--- config.mk ---
export PLATFORM = sky130hd
export DESIGN_NAME = bridge_adc_reader
export DESIGN_NICKNAME = d
export VERILOG_FILES = /design/src/rtl/bar_pkg.sv /design/src/rtl/bar_sync.sv /design/src/rtl/bar_ready_detect.sv /design/src/rtl/bar_shift_engine.sv /design/src/rtl/bar_settle_gate.sv /design/src/rtl/bridge_adc_reader.sv
export SDC_FILE = /design/constraint.sdc
export NUM_CORES = 1
export LEC_CHECK = 0
export ABC_CLOCK_PERIOD_IN_PS = 3500
export CAP_MARGIN = 20
export CORE_AREA = 3 3 76 78
export DETAILED_ROUTE_END_ITERATION = 7
export DIE_AREA = 0 0 79 81
export PLACE_DENSITY = 0.89
export SLEW_MARGIN = 20
export SYNTH_ARGS = -nofsm -noshare
export SYNTH_HDL_FRONTEND = slang
export SYNTH_HIERARCHICAL = 1
export SYNTH_SLANG_ARGS = --single-unit
--- constraint.sdc ---
create_clock -name clk -period 3.5 [get_ports clk]
set_clock_uncertainty 0.15 [all_clocks]
set_input_delay 0.7 -clock clk [delete_from_list [all_inputs] [get_ports clk]]
set_output_delay 0.7 -clock clk [all_outputs]
set_load 0.05 [all_outputs]
--- src/rtl/bar_pkg.sv ---
// Package: shared constants and the read sequencer state type.
// Assumes one converter with an 18-bit code and a 19-pulse read.
package bar_pkg;
    localparam int CODE_W      = 18;
    localparam int EXT_W       = 32;
    localparam int READ_PULSES = CODE_W + 1;

    typedef enum logic [1:0] {
        ST_IDLE,
        ST_HIGH,
        ST_LOW,
        ST_DONE
    } rd_state_t;
endpackage

--- src/rtl/bar_sync.sv ---
// Module: multi-stage synchronizer for an asynchronous single-bit input.
// Assumes the input is slow compared with clk. The reset value is chosen to
// match the idle level of the line.
module bar_sync #(
    parameter int   STAGES    = 2,
    parameter logic RESET_VAL = 1'b1
) (
    input  logic clk,
    input  logic rst_n,
    input  logic din,
    output logic dout
);
    logic [STAGES-1:0] chain;

    genvar i;
    generate
        for (i = 0; i < STAGES; i++) begin : g_stage
            // Purpose: one register stage of the chain.
            if (i == 0) begin : g_first
                always_ff @(posedge clk) begin
                    if (!rst_n) chain[i] <= RESET_VAL;
                    else        chain[i] <= din;
                end
            end else begin : g_next
                always_ff @(posedge clk) begin
                    if (!rst_n) chain[i] <= RESET_VAL;
                    else        chain[i] <= chain[i-1];
                end
            end
        end
    endgenerate

    assign dout = chain[STAGES-1];
endmodule

--- src/rtl/bar_ready_detect.sv ---
// Module: edge-based detector for the converter's ready indication.
// Assumes line_s is already synchronized. The detector arms only after it
// sees the line high while the sequencer is idle and power is on, so a stale
// low level never counts as a new ready event.
module bar_ready_detect (
    input  logic clk,
    input  logic rst_n,
    input  logic line_s,
    input  logic idle,
    input  logic power_down,
    output logic ready_evt
);
    logic armed;

    // Purpose: remember that an idle-high level was seen since the last read.
    always_ff @(posedge clk) begin
        if (!rst_n)                    armed <= 1'b0;
        else if (power_down || !idle)  armed <= 1'b0;
        else if (line_s)               armed <= 1'b1;
    end

    assign ready_evt = armed && !line_s && idle && !power_down;
endmodule

--- src/rtl/bar_shift_engine.sv ---
// Module: serial clock generator and bit collector for one read.
// Assumes HALF_PERIOD >= 3 so that a bit presented at a rising edge has passed
// the two-flop synchronizer when it is sampled at the end of the high phase.
// abort has priority over every state and returns to idle with the clock low.
module bar_shift_engine
    import bar_pkg::*;
#(
    parameter int HALF_PERIOD = 4
) (
    input  logic              clk,
    input  logic              rst_n,
    input  logic              start,
    input  logic              abort,
    input  logic              line_s,
    output logic              sclk,
    output logic              idle,
    output logic              done,
    output logic [CODE_W-1:0] code
);
    localparam int HW = $clog2(HALF_PERIOD + 1);
    localparam int PW = $clog2(READ_PULSES + 1);
    localparam logic [HW-1:0] H_LAST   = HW'(HALF_PERIOD - 1);
    localparam logic [PW-1:0] P_FINAL  = PW'(READ_PULSES);
    localparam logic [PW-1:0] P_DATA   = PW'(CODE_W);

    rd_state_t         state;
    logic [HW-1:0]     hcnt;
    logic [PW-1:0]     pcnt;

    // Purpose: sequence the 19 clock pulses and shift in the data bits.
    always_ff @(posedge clk) begin
        if (!rst_n) begin
            state <= ST_IDLE;
            sclk  <= 1'b0;
            hcnt  <= '0;
            pcnt  <= '0;
            code  <= '0;
        end else if (abort) begin
            state <= ST_IDLE;
            sclk  <= 1'b0;
            hcnt  <= '0;
            pcnt  <= '0;
        end else begin
            case (state)
                ST_IDLE: begin
                    if (start) begin
                        state <= ST_HIGH;
                        sclk  <= 1'b1;
                        hcnt  <= '0;
                        pcnt  <= PW'(1);
                    end
                end
                ST_HIGH: begin
                    if (hcnt == H_LAST) begin
                        hcnt  <= '0;
                        sclk  <= 1'b0;
                        state <= ST_LOW;
                        if (pcnt <= P_DATA)
                            code <= {code[CODE_W-2:0], line_s};
                    end else begin
                        hcnt <= hcnt + 1'b1;
                    end
                end
                ST_LOW: begin
                    if (hcnt == H_LAST) begin
                        hcnt <= '0;
                        if (pcnt == P_FINAL) begin
                            state <= ST_DONE;
                        end else begin
                            sclk  <= 1'b1;
                            pcnt  <= pcnt + 1'b1;
                            state <= ST_HIGH;
                        end
                    end else begin
                        hcnt <= hcnt + 1'b1;
                    end
                end
                default: begin
                    state <= ST_IDLE;
                    pcnt  <= '0;
                end
            endcase
        end
    end

    assign idle = (state == ST_IDLE);
    assign done = (state == ST_DONE);
endmodule

--- src/rtl/bar_settle_gate.sv ---
// Module: drops the first conversions after wake-up and registers results.
// Assumes done is a one-cycle pulse that comes with a stable code. clear
// (power-down) restarts the discard count.
module bar_settle_gate
    import bar_pkg::*;
#(
    parameter int SETTLE_COUNT = 5
) (
    input  logic              clk,
    input  logic              rst_n,
    input  logic              clear,
    input  logic              done,
    input  logic [CODE_W-1:0] code,
    output logic              data_valid,
    output logic [CODE_W-1:0] data_raw,
    output logic [EXT_W-1:0]  data_ext
);
    localparam int CW = $clog2(SETTLE_COUNT + 2);
    localparam logic [CW-1:0] C_LIMIT = CW'(SETTLE_COUNT);

    logic [CW-1:0] seen;

    // Purpose: count settling reads, then publish results with a strobe.
    always_ff @(posedge clk) begin
        if (!rst_n) begin
            seen       <= '0;
            data_valid <= 1'b0;
            data_raw   <= '0;
            data_ext   <= '0;
        end else begin
            data_valid <= 1'b0;
            if (clear) begin
                seen <= '0;
            end else if (done) begin
                if (seen < C_LIMIT) begin
                    seen <= seen + 1'b1;
                end else begin
                    data_valid <= 1'b1;
                    data_raw   <= code;
                    data_ext   <= {{(EXT_W-CODE_W){code[CODE_W-1]}}, code};
                end
            end
        end
    end
endmodule

--- src/rtl/bridge_adc_reader.sv ---
// Module: top of the bridge converter readout controller.
// Assumes the converter line idles high and shifts a new bit on each rising
// serial clock edge. The configuration outputs are registered once.
module bridge_adc_reader
    import bar_pkg::*;
#(
    parameter int HALF_PERIOD  = 4,
    parameter int SETTLE_COUNT = 5,
    parameter int SYNC_STAGES  = 2
) (
    input  logic              clk,
    input  logic              rst_n,
    input  logic              cfg_power_down,
    input  logic              cfg_fast_rate,
    input  logic              adc_ready_data,
    output logic              adc_sclk,
    output logic              adc_pwrdn,
    output logic              adc_rate,
    output logic              data_valid,
    output logic [CODE_W-1:0] data_raw,
    output logic [EXT_W-1:0]  data_ext
);
    logic              line_s;
    logic              seq_idle;
    logic              seq_done;
    logic              ready_evt;
    logic [CODE_W-1:0] seq_code;

    bar_sync #(.STAGES(SYNC_STAGES), .RESET_VAL(1'b1)) u_sync (
        .clk   (clk),
        .rst_n (rst_n),
        .din   (adc_ready_data),
        .dout  (line_s)
    );

    bar_ready_detect u_detect (
        .clk        (clk),
        .rst_n      (rst_n),
        .line_s     (line_s),
        .idle       (seq_idle),
        .power_down (cfg_power_down),
        .ready_evt  (ready_evt)
    );

    bar_shift_engine #(.HALF_PERIOD(HALF_PERIOD)) u_engine (
        .clk    (clk),
        .rst_n  (rst_n),
        .start  (ready_evt),
        .abort  (cfg_power_down),
        .line_s (line_s),
        .sclk   (adc_sclk),
        .idle   (seq_idle),
        .done   (seq_done),
        .code   (seq_code)
    );

    bar_settle_gate #(.SETTLE_COUNT(SETTLE_COUNT)) u_gate (
        .clk        (clk),
        .rst_n      (rst_n),
        .clear      (cfg_power_down),
        .done       (seq_done),
        .code       (seq_code),
        .data_valid (data_valid),
        .data_raw   (data_raw),
        .data_ext   (data_ext)
    );

    // Purpose: register the static converter controls.
    always_ff @(posedge clk) begin
        if (!rst_n) begin
            adc_pwrdn <= 1'b0;
            adc_rate  <= 1'b0;
        end else begin
            adc_pwrdn <= cfg_power_down;
            adc_rate  <= cfg_fast_rate;
        end
    end
endmodule

== Word level (Yosys, flattened, before mapping) ==
Index checks and enable logic that the tools add are counted.

* Bits in registers: 74
* Output and inout bits: 54
* Logic and storage cells: 72

* Add/subtract/negate cells: 3
* Order comparisons: 2
* Eq/ne operators: 9
* Muxes and demuxes: 18
* Bitwise logic cells: 5
* Reductions and logical operators: 21

{| class="wikitable"
|+ Operator list
! kind !! number
|-
| 5-bit 2-to-1 mux || 3
|-
| 5-bit case mux with 3 select lines || 1
|-
| 2-bit 2-to-1 mux || 4
|-
| 4-bit AND reduction || 2
|-
| 3-bit by 1-bit adder with 3-bit output (second input constant) || 2
|-
| 3-bit 2-to-1 mux || 2
|-
| 2-bit case mux with 3 select lines || 1
|-
| 3-bit case mux with 2 select lines || 1
|-
| 3-bit AND reduction || 2
|-
| 2-bit OR reduction || 3
|-
| 5-bit by 1-bit adder with 5-bit output (second input constant) || 1
|-
| 5-bit == test (second input constant) || 1
|-
| 5-bit <= comparator (second input constant) || 1
|-
| 1-bit 2-to-1 mux || 5
|-
| 1-bit NOT || 5
|-
| 5-bit AND reduction || 1
|-
| 2-bit == test (second input constant) || 2
|-
| 2-bit by 1-bit != test with 1-bit output (second input constant) || 2
|-
| 2-bit != test (second input constant) || 2
|-
| 2-bit AND reduction || 2
|-
| 3-bit by 2-bit == test with 1-bit output (second input constant) || 1
|-
| 1-bit logical AND || 3
|-
| 1-bit logical NOT || 3
|-
| 3-bit < comparator (second input constant) || 1
|-
| other kinds (7) || 7
|}

== Longest topological paths before layout ==
Gate-level depths: netlist (run 1).

* Depth in word-level cells: 6
* Mapped depth: 7
* Depth with buffers taken out: 7

== Cells and area by module ==
The synthesis (run 1) kept the hierarchy.

{| class="wikitable"
|+ By module, submodules not included
! module !! times used !! cells each !! area each (µm²) !! seq. area each (µm²)
|-
| bar_shift_engine || 1 || 165 || 1433.9 || 580.6
|-
| bar_settle_gate || 1 || 131 || 1151.1 || 440.4
|-
| bar_sync || 1 || 4 || 52.6 || 40.0
|-
| bridge_adc_reader || 1 || 4 || 52.6 || 40.0
|-
| bar_ready_detect || 1 || 4 || 50.0 || 20.0
|}

== Worst setup path before layout (run 1) ==
OpenSTA, ideal clock, no wires.

* Path type: input -> register
* From: input port cfg_power_down
* To: register u_engine.pcnt[2]
* Arrival: 1.861 ns
* Setup slack: 1.419 ns
* Cell stages on the path: 5
* Cell sequence: and4bb_2 > nor2b_1 > a211o_1 > or4_1 > a21oi_1

* Word-level cells in the longest chain between the ends: 4

{| class="wikitable"
|+ RTL lines
! item !! RTL line !! text
|-
| from (decl) || bridge_adc_reader.sv:13 || <nowiki>input logic cfg_power_down,</nowiki>
|-
| 1-bit logical NOT || bar_ready_detect.sv:22 || <nowiki>assign ready_evt = armed && !line_s && idle && !power_down;</nowiki>
|-
| 1-bit logical AND || bar_ready_detect.sv:22 ||
|-
| 2-bit != test (no source line) || n/a ||
|-
| 4-bit AND reduction (no source line) || n/a ||
|-
| to (signal assigned) || bar_shift_engine.sv:71 || <nowiki>pcnt <= pcnt + 1'b1;</nowiki>
|-
| to (decl) || bar_shift_engine.sv:28 || <nowiki>logic [PW-1:0] pcnt;</nowiki>
|}

Several ways; a longest one is shown, not always the timed one.
A chain may end at the register's enable or synchronous reset.

==> results of run 1 <==
stage by stage:
step,std cells,util [%],setup WS [ns]
2_1_floorplan,308,-,1.42
3_3_place_gp,391,60.2,0.685
3_5_place_dp,391,60.2,0.642
4_1_cts,399,62.0,0.785
5_1_grt,399,62.0,0.706
6_report,399,62.0,0.829
synth_stat cells, types with 2 or more instances:
master / count / area [µm²]
sky130_fd_sc_hd__a211oi_1: 3 / 22.5
sky130_fd_sc_hd__nor2_1: 9 / 33.8
sky130_fd_sc_hd__a32oi_1: 3 / 26.3
sky130_fd_sc_hd__nor3b_2: 2 / 25.0
sky130_fd_sc_hd__mux2i_1: 18 / 180
sky130_fd_sc_hd__and2_1: 4 / 25.0
sky130_fd_sc_hd__buf_2: 8 / 40.0
sky130_fd_sc_hd__nor3_1: 3 / 15.0
sky130_fd_sc_hd__nand2b_1: 6 / 37.5
sky130_fd_sc_hd__o21ai_0: 24 / 120
sky130_fd_sc_hd__a21oi_1: 8 / 40.0
sky130_fd_sc_hd__inv_1: 5 / 18.8
sky130_fd_sc_hd__buf_6: 2 / 22.5
sky130_fd_sc_hd__nand2_1: 44 / 165
sky130_fd_sc_hd__and4_1: 2 / 17.5
sky130_fd_sc_hd__dfxtp_1: 56 / 1120
sky130_fd_sc_hd__ha_1: 8 / 100
sky130_fd_sc_hd__buf_4: 32 / 240
sky130_fd_sc_hd__nand3_1: 20 / 100
sky130_fd_sc_hd__a21boi_0: 18 / 135
sky130_fd_sc_hd__clkbuf_1: 6 / 22.5
sky130_fd_sc_hd__nand3b_1: 2 / 15.0
sky130_fd_sc_hd__nor2b_1: 5 / 31.3
layout make-up:
cell class	count	share of cell area, %
well taps	70	2.75
repair buffers	62	19.0
clock buffers	7	2.71
multi-input cells	198	39.6
flip-flops and latches	56	35.2
inverters	5	0.589
clock inverters	1	0.235
worst paths after layout:
check                           cells after the start                end  slack, ns
worst max-delay path                                1       data_raw[17]       0.83
worst min-delay path                                1        u_sync/dout       0.27
worst max register to register                      6  u_engine/state[1]       1.11
worst min register to register                      1        u_sync/dout       0.27
flip-flops by register name (all words and copies together), names as in the netlist:
name,flops
u_engine/code,18
u_gate/data_ext,18
u_engine/pcnt,5
u_engine/hcnt,3
u_gate/seen,3
u_engine/state,2
adc_pwrdn,1
adc_rate,1
u_detect/armed,1
u_engine/sclk,1
u_gate/data_valid,1
u_sync/chain,1
u_sync/dout,1
routing by layer:
metal	global-route usage, %	vias to the layer above	routed length [µm]
li1	-	1069	-
met1	19.3	972	2240
met4	6.87	0	51
met5	0	-	0
met3	3.10	6	282
met2	28.2	59	2400
power by group:
group	leakage (nW)	total (mW)	switching [mW]	internal [mW]
Combinational	0.523	0.0349	0.0220	0.0129
Sequential	0.452	0.641	0.00139	0.640
Clock	0.0445	0.355	0.194	0.161
Total	1.02	1.03	0.217	0.814
cells by family after synthesis:
| kind of cell | Yosys count | synth area share, % |
|---|---|---|
| multiplexers | 18 | 6.58 |
| AND/OR/NAND/NOR | 107 | 20.1 |
| AO/OA/AOI/OAI | 65 | 15.5 |
| flip-flops | 56 | 40.9 |
| adder cells (fa/ha/maj) | 8 | 3.65 |
| buffers and inverters | 54 | 13.3 |
==> Implementation_results.wiki, run 1 <==
{| class="wikitable"
! Metric !! Value
|-
| Global route overflow || 0
|-
| Via density || 5.28
|-
| Power Dens Cells || 323 mW/mm²
|-
| Share of the cycle needed by the critical path after routing || 76.3%
|-
| Shortest clock period the worst path allows after layout || 2.67 ns
|-
| Post-cts sizing count || 0
|-
| Number of distinct library cell variants in the gate-level netlist after synthesis || 43
|-
| Number of buffer and inverter stages on the critical path || 1
|-
| Area of the multi-input gates || 0.00126 mm²
|-
| Commonest non-fill, non-tap cell in the layout || sky130_fd_sc_hd__clkdlybuf4s50_1
|-
| Area growth syn-to-layout || 16.3%
|-
| DRT antenna net count || 0
|-
| # Post-CTS Setup Buffers || 0
|-
| Total design power || 1.03 mW
|-
| Nets || 341
|-
| Delay-heaviest family, CP || buffers and inverters
|-
| Routability Congestion || 0.824
|-
| Overall die height || 81 µm
|-
| Crit path kind || reg -> out
|-
| Number of ports placed on the die boundary || 59
|-
| Hold slack final || 0.270 ns
|-
| Post-synthesis instance total || 308
|-
| Slowest Stage Delay on Critical Path || 0.91 ns
|-
| CTS tree || done
|-
| R2r startpoint || u_engine/state[0]
|-
| Mean post-synth cell area || 8.90 µm²
|-
| Post-detailed-routing wire length || 4970 µm
|-
| Run status || completed
|-
| Number of flip-flops and latches in the synthesized netlist || 56
|-
| Top library cells by usage in the layout, fill and taps aside || sky130_fd_sc_hd__clkdlybuf4s50_1 (57), sky130_fd_sc_hd__dfxtp_1 (56), sky130_fd_sc_hd__nand2_1 (44)
|-
| Inserted Clock Buffers || 5
|-
| Reg area || 0.00112 mm²
|-
| Beginning of the critical path || u_gate/data_ext[17]
|-
| First-pass GRT wire length || 8470 µm
|-
| Async S/R FF share, synth || 0%
|-
| Fraction of layout cells with a size suffix above 1 || 5.78%
|-
| Total count of hold-check failures in the final report || 0
|-
| Area of all placed cells without fillers || 0.00319 mm²
|-
| Setup repair after global routing missed its margin || false
|-
| Core area || 0.00514 mm²
|-
| DRC Markers || 0
|-
| H-Tree Level Count || 2
|-
| Number of setup violations in the final report || 0
|-
| Cell type of the slowest stage on the worst timing path || sky130_fd_sc_hd__clkdlybuf4s50_1
|-
| Startpoint type of the worst setup path || register
|-
| Critical Path, Cell by Cell || clkdlybuf4s50_1
|-
| Via count of the first global-routing pass || 1974
|-
| Setup TNS after final layout || 0 ns
|-
| Number of synthesized flops with an enable pin || 0
|-
| Post-cts hold buffer count || 0
|-
| Die footprint || 0.00640 mm²
|-
| Post-place instance area || 0.00309 mm²
|-
| LEAKAGE || 1.02 nW
|-
| Clock-pin slew of the registers on the worst-case setup and hold paths || 0.09 ns
|-
| VDD IR-drop max || 0.185 mV
|-
| Maximum number of pins on one net before global-route repair || 41
|-
| Maximum fanout along the worst path || 17
|-
| Prevailing post-synth register cell || sky130_fd_sc_hd__dfxtp_1
|-
| Synthesized net count || 321
|-
| Violation count after the first detailed-routing iteration || 117
|-
| Width of the die || 79 µm
|-
| Ant diodes || 0
|-
| Proportion of synthesized chip area in sequential cells || 40.9%
|-
| Synth Cell Area || 0.00274 mm²
|-
| Worst endpoint required time || 2.65 ns
|-
| Worst-Skew Late Latency || 0.30 ns
|-
| Data arrival time of the worst path || 1.82 ns
|-
| Number of antenna violations at the first check in global routing || 0
|-
| Initial Utilization || 53.3%
|-
| Element type at the critical path end || output pin
|-
| Slew headroom || 39.7%
|-
| Number of search-and-repair iterations in the first detailed-routing pass || 4
|-
| Number of cell rows || 26
|-
| Slew Limit Fails || 0
|-
| Max Root-Sink Buffers || 2
|-
| Total clock sinks || 56
|-
| Class of the worst hold path || reg -> reg
|-
| Clk root buf || sky130_fd_sc_hd__clkbuf_8
|-
| Max-cap check violation count || 0
|-
| Port bufs || 58
|-
| Worst-Margin Slew || 0.892 ns
|-
| DP Wirelength || 3590 µm
|-
| Highest attainable clock frequency || 0.374 GHz
|-
| Number of fill cells in the layout || 446
|-
| Overall fraction of global-route tracks in use || 16.1%
|-
| Average detailed-routed wire length per instance || 12.5 µm
|-
| Count of warnings emitted by yosys || 6
|-
| Hold_sp || u_sync/chain[0]
|-
| Via count || 2106
|}
Note: power is estimated with default switching activity, not from simulation.
==> run 2, diff against run 1 <==
- ABC_CLOCK_PERIOD_IN_PS: 3500 -> 2200
- CORE_AREA: 3 3 76 78 -> 3 3 82 84
- DIE_AREA: 0 0 79 81 -> 0 0 85 87
- PLACE_DENSITY: 0.89 -> 0.81
- clock period: 3.5 -> 2.2 ns (I/O delays scaled with it)
==> run 2 against run 1 <==
Cell count increased by 4.0%. Count of clock-buffer cells in the layout decreased by 2. Non-clock buffer count increased by 11. Design area increased by 2.7%. Via count increased by 3.1%. Worst hold slack got worse by 0.037 ns. Global-route usage decreased by 2.0 points. Sequential share of layout area decreased by 0.94 points. Largest cell class unchanged. Worst setup slack got worse by 0.71 ns. Total power increased by 60%.
==> Implementation_results.wiki, run 2 (synthesized netlist as in run 1, its figures left out) <==
{| class="wikitable"
! Metric !! Value
|-
| P_int || 1.27 mW
|-
| Clk root buf || sky130_fd_sc_hd__clkbuf_8
|-
| Slowest Stage Delay on Critical Path || 0.82 ns
|-
| Switching power total || 377 µW
|-
| Width of the die || 85 µm
|-
| Delay-heaviest family, CP || buffers and inverters
|-
| Registers with the most flip-flops || u_engine/code x18, u_gate/data_ext x18, u_engine/pcnt x5
|-
| DRC Markers || 0
|-
| Fraction of layout cells with a size suffix above 1 || 15.0%
|-
| Number of search-and-repair iterations in the first detailed-routing pass || 5
|-
| Area growth syn-to-layout || 19.5%
|-
| Worst-Margin Slew || 0.561 ns
|-
| Core area || 0.00599 mm²
|-
| Post-detailed-routing wire length || 5140 µm
|-
| Total design power || 1.65 mW
|-
| R2r startpoint || u_engine/state[1]
|-
| Initial Utilization || 45.7%
|-
| Post-cts hold buffer count || 0
|-
| Overall fraction of global-route tracks in use || 14.1%
|-
| Maximum number of pins on one net before global-route repair || 56
|-
| Total count of hold-check failures in the final report || 0
|-
| First-pass GRT wire length || 8660 µm
|-
| Clock-pin slew of the registers on the worst-case setup and hold paths || 0.10 ns
|-
| Layer carrying the most global-route usage || met2
|-
| Inserted Clock Buffers || 5
|-
| Commonest non-fill, non-tap cell in the layout || sky130_fd_sc_hd__dfxtp_1
|-
| CTS tree || done
|-
| DP Wirelength || 3620 µm
|-
| Overall die height || 87 µm
|-
| Via count || 2172
|-
| Global route overflow || 0
|-
| Via density || 5.23
|-
| Critical Path, Cell by Cell || clkdlybuf4s50_1
|-
| Highest attainable clock frequency || 0.480 GHz
|-
| Number of setup violations in the final report || 0
|-
| Max Root-Sink Buffers || 2
|-
| Worst-Skew Late Latency || 0.31 ns
|-
| Area of all placed cells without fillers || 0.00328 mm²
|-
| Die footprint || 0.00740 mm²
|-
| Proportion of power drawn by the clock network || 34.4%
|-
| Maximum fanout along the worst path || 3
|-
| Share of the cycle needed by the critical path after routing || 94.7%
|-
| Ant diodes || 0
|-
| Data arrival time of the worst path || 1.49 ns
|-
| Nets || 352
|-
| VDD IR-drop max || 0.296 mV
|-
| Run status || completed
|-
| LEAKAGE || 1.12 nW
|-
| Average detailed-routed wire length per instance || 12.4 µm
|-
| Fin util || 54.7%
|-
| Cell type of the slowest stage on the worst timing path || sky130_fd_sc_hd__clkdlybuf4s50_1
|-
| Post-place instance area || 0.00317 mm²
|-
| M3 GR Usage || 3.50%
|-
| Startpoint type of the worst setup path || register
|-
| Number of antenna violations at the first check in global routing || 0
|-
| Shortest clock period the worst path allows after layout || 2.08 ns
|-
| Worst endpoint required time || 1.61 ns
|-
| Setup TNS after final layout || 0 ns
|-
| Power Dens Cells || 502 mW/mm²
|-
| Crit path kind || reg -> out
|-
| M1 GR Usage || 18.1%
|-
| Via count of the first global-routing pass || 1925
|-
| Pre-CTS WS || -0.112 ns
|-
| # Post-CTS Setup Buffers || 0
|-
| H-Tree Level Count || 2
|-
| Final setup slack of the worst path || 0.116 ns
|-
| Max-cap check violation count || 0
|-
| Number of cell rows || 28
|-
| Post-cts sizing count || 0
|-
| Element type at the critical path end || output pin
|-
| DRT antenna net count || 0
|-
| Switching part of the total || 22.9%
|-
| Met2 Use GR || 23.2%
|-
| Combinational fraction of design power || 3.6%
|-
| Slew Limit Fails || 0
|-
| Violation count after the first detailed-routing iteration || 121
|-
| Setup repair after global routing missed its margin || false
|-
| Number of ports placed on the die boundary || 59
|-
| Class of the worst hold path || in -> reg
|-
| Slew headroom || 62.4%
|-
| Top library cells by usage in the layout, fill and taps aside || sky130_fd_sc_hd__dfxtp_1 (56), sky130_fd_sc_hd__nand2_1 (44), sky130_fd_sc_hd__clkdlybuf4s50_1 (40)
|-
| Hold_sp || rst_n
|-
| Port bufs || 58
|-
| Number of buffer and inverter stages on the critical path || 1
|-
| Routability Congestion || 0.804
|-
| Seq pwr share || 62.0%
|-
| Beginning of the critical path || u_gate/data_ext[6]
|-
| Total clock sinks || 56
|}
-- run 2: final timing paths --
check | endpoint | slack [ns] | depth (start not counted)
worst max-delay path | data_ext[6] | 0.12 | 1
worst min-delay path | u_sync/dout | 0.23 | 2
worst max register to register | u_engine/pcnt[2] | 0.19 | 7
worst min register to register | u_sync/dout | 0.27 | 1
-- run 2: area by class of cell --
class / count / area [µm²]
clock inverter: 3 / 21.3
fill: 539 / 2720
clock buffer: 5 / 68.8
sequential: 56 / 1120
timing repair buffer: 73 / 674
tap: 75 / 93.8
inverter: 5 / 18.8
multi-input combinational: 198 / 1280
-- run 2: power by group through the flow --
stage | registers, mW | clock network [mW] | logic [mW]
detailed placement | 1.04 | 0 | 0.0592
CTS | 1.02 | 0.593 | 0.0594
global placement | 1.04 | 0 | 0.0589
floorplan | 1.05 | 0 | 0.0304
finish | 1.02 | 0.565 | 0.0595
global route | 1.02 | 0.634 | 0.0650
-- run 2: stage by stage --
step | std cells | hold WS [ns]
after global routing | 415 | 0.219
after CTS | 415 | 0.225
after global placement | 406 | 0.244
after detailed placement | 407 | 0.254
after floorplan | 308 | 0.236
final | 415 | 0.233
-- run 2: per-layer routing --
metal	routed length, µm	up-vias
li1	-	1090
met1	2390	1012
met2	2350	62
met3	318	8
met4	81	0
met5	0	-
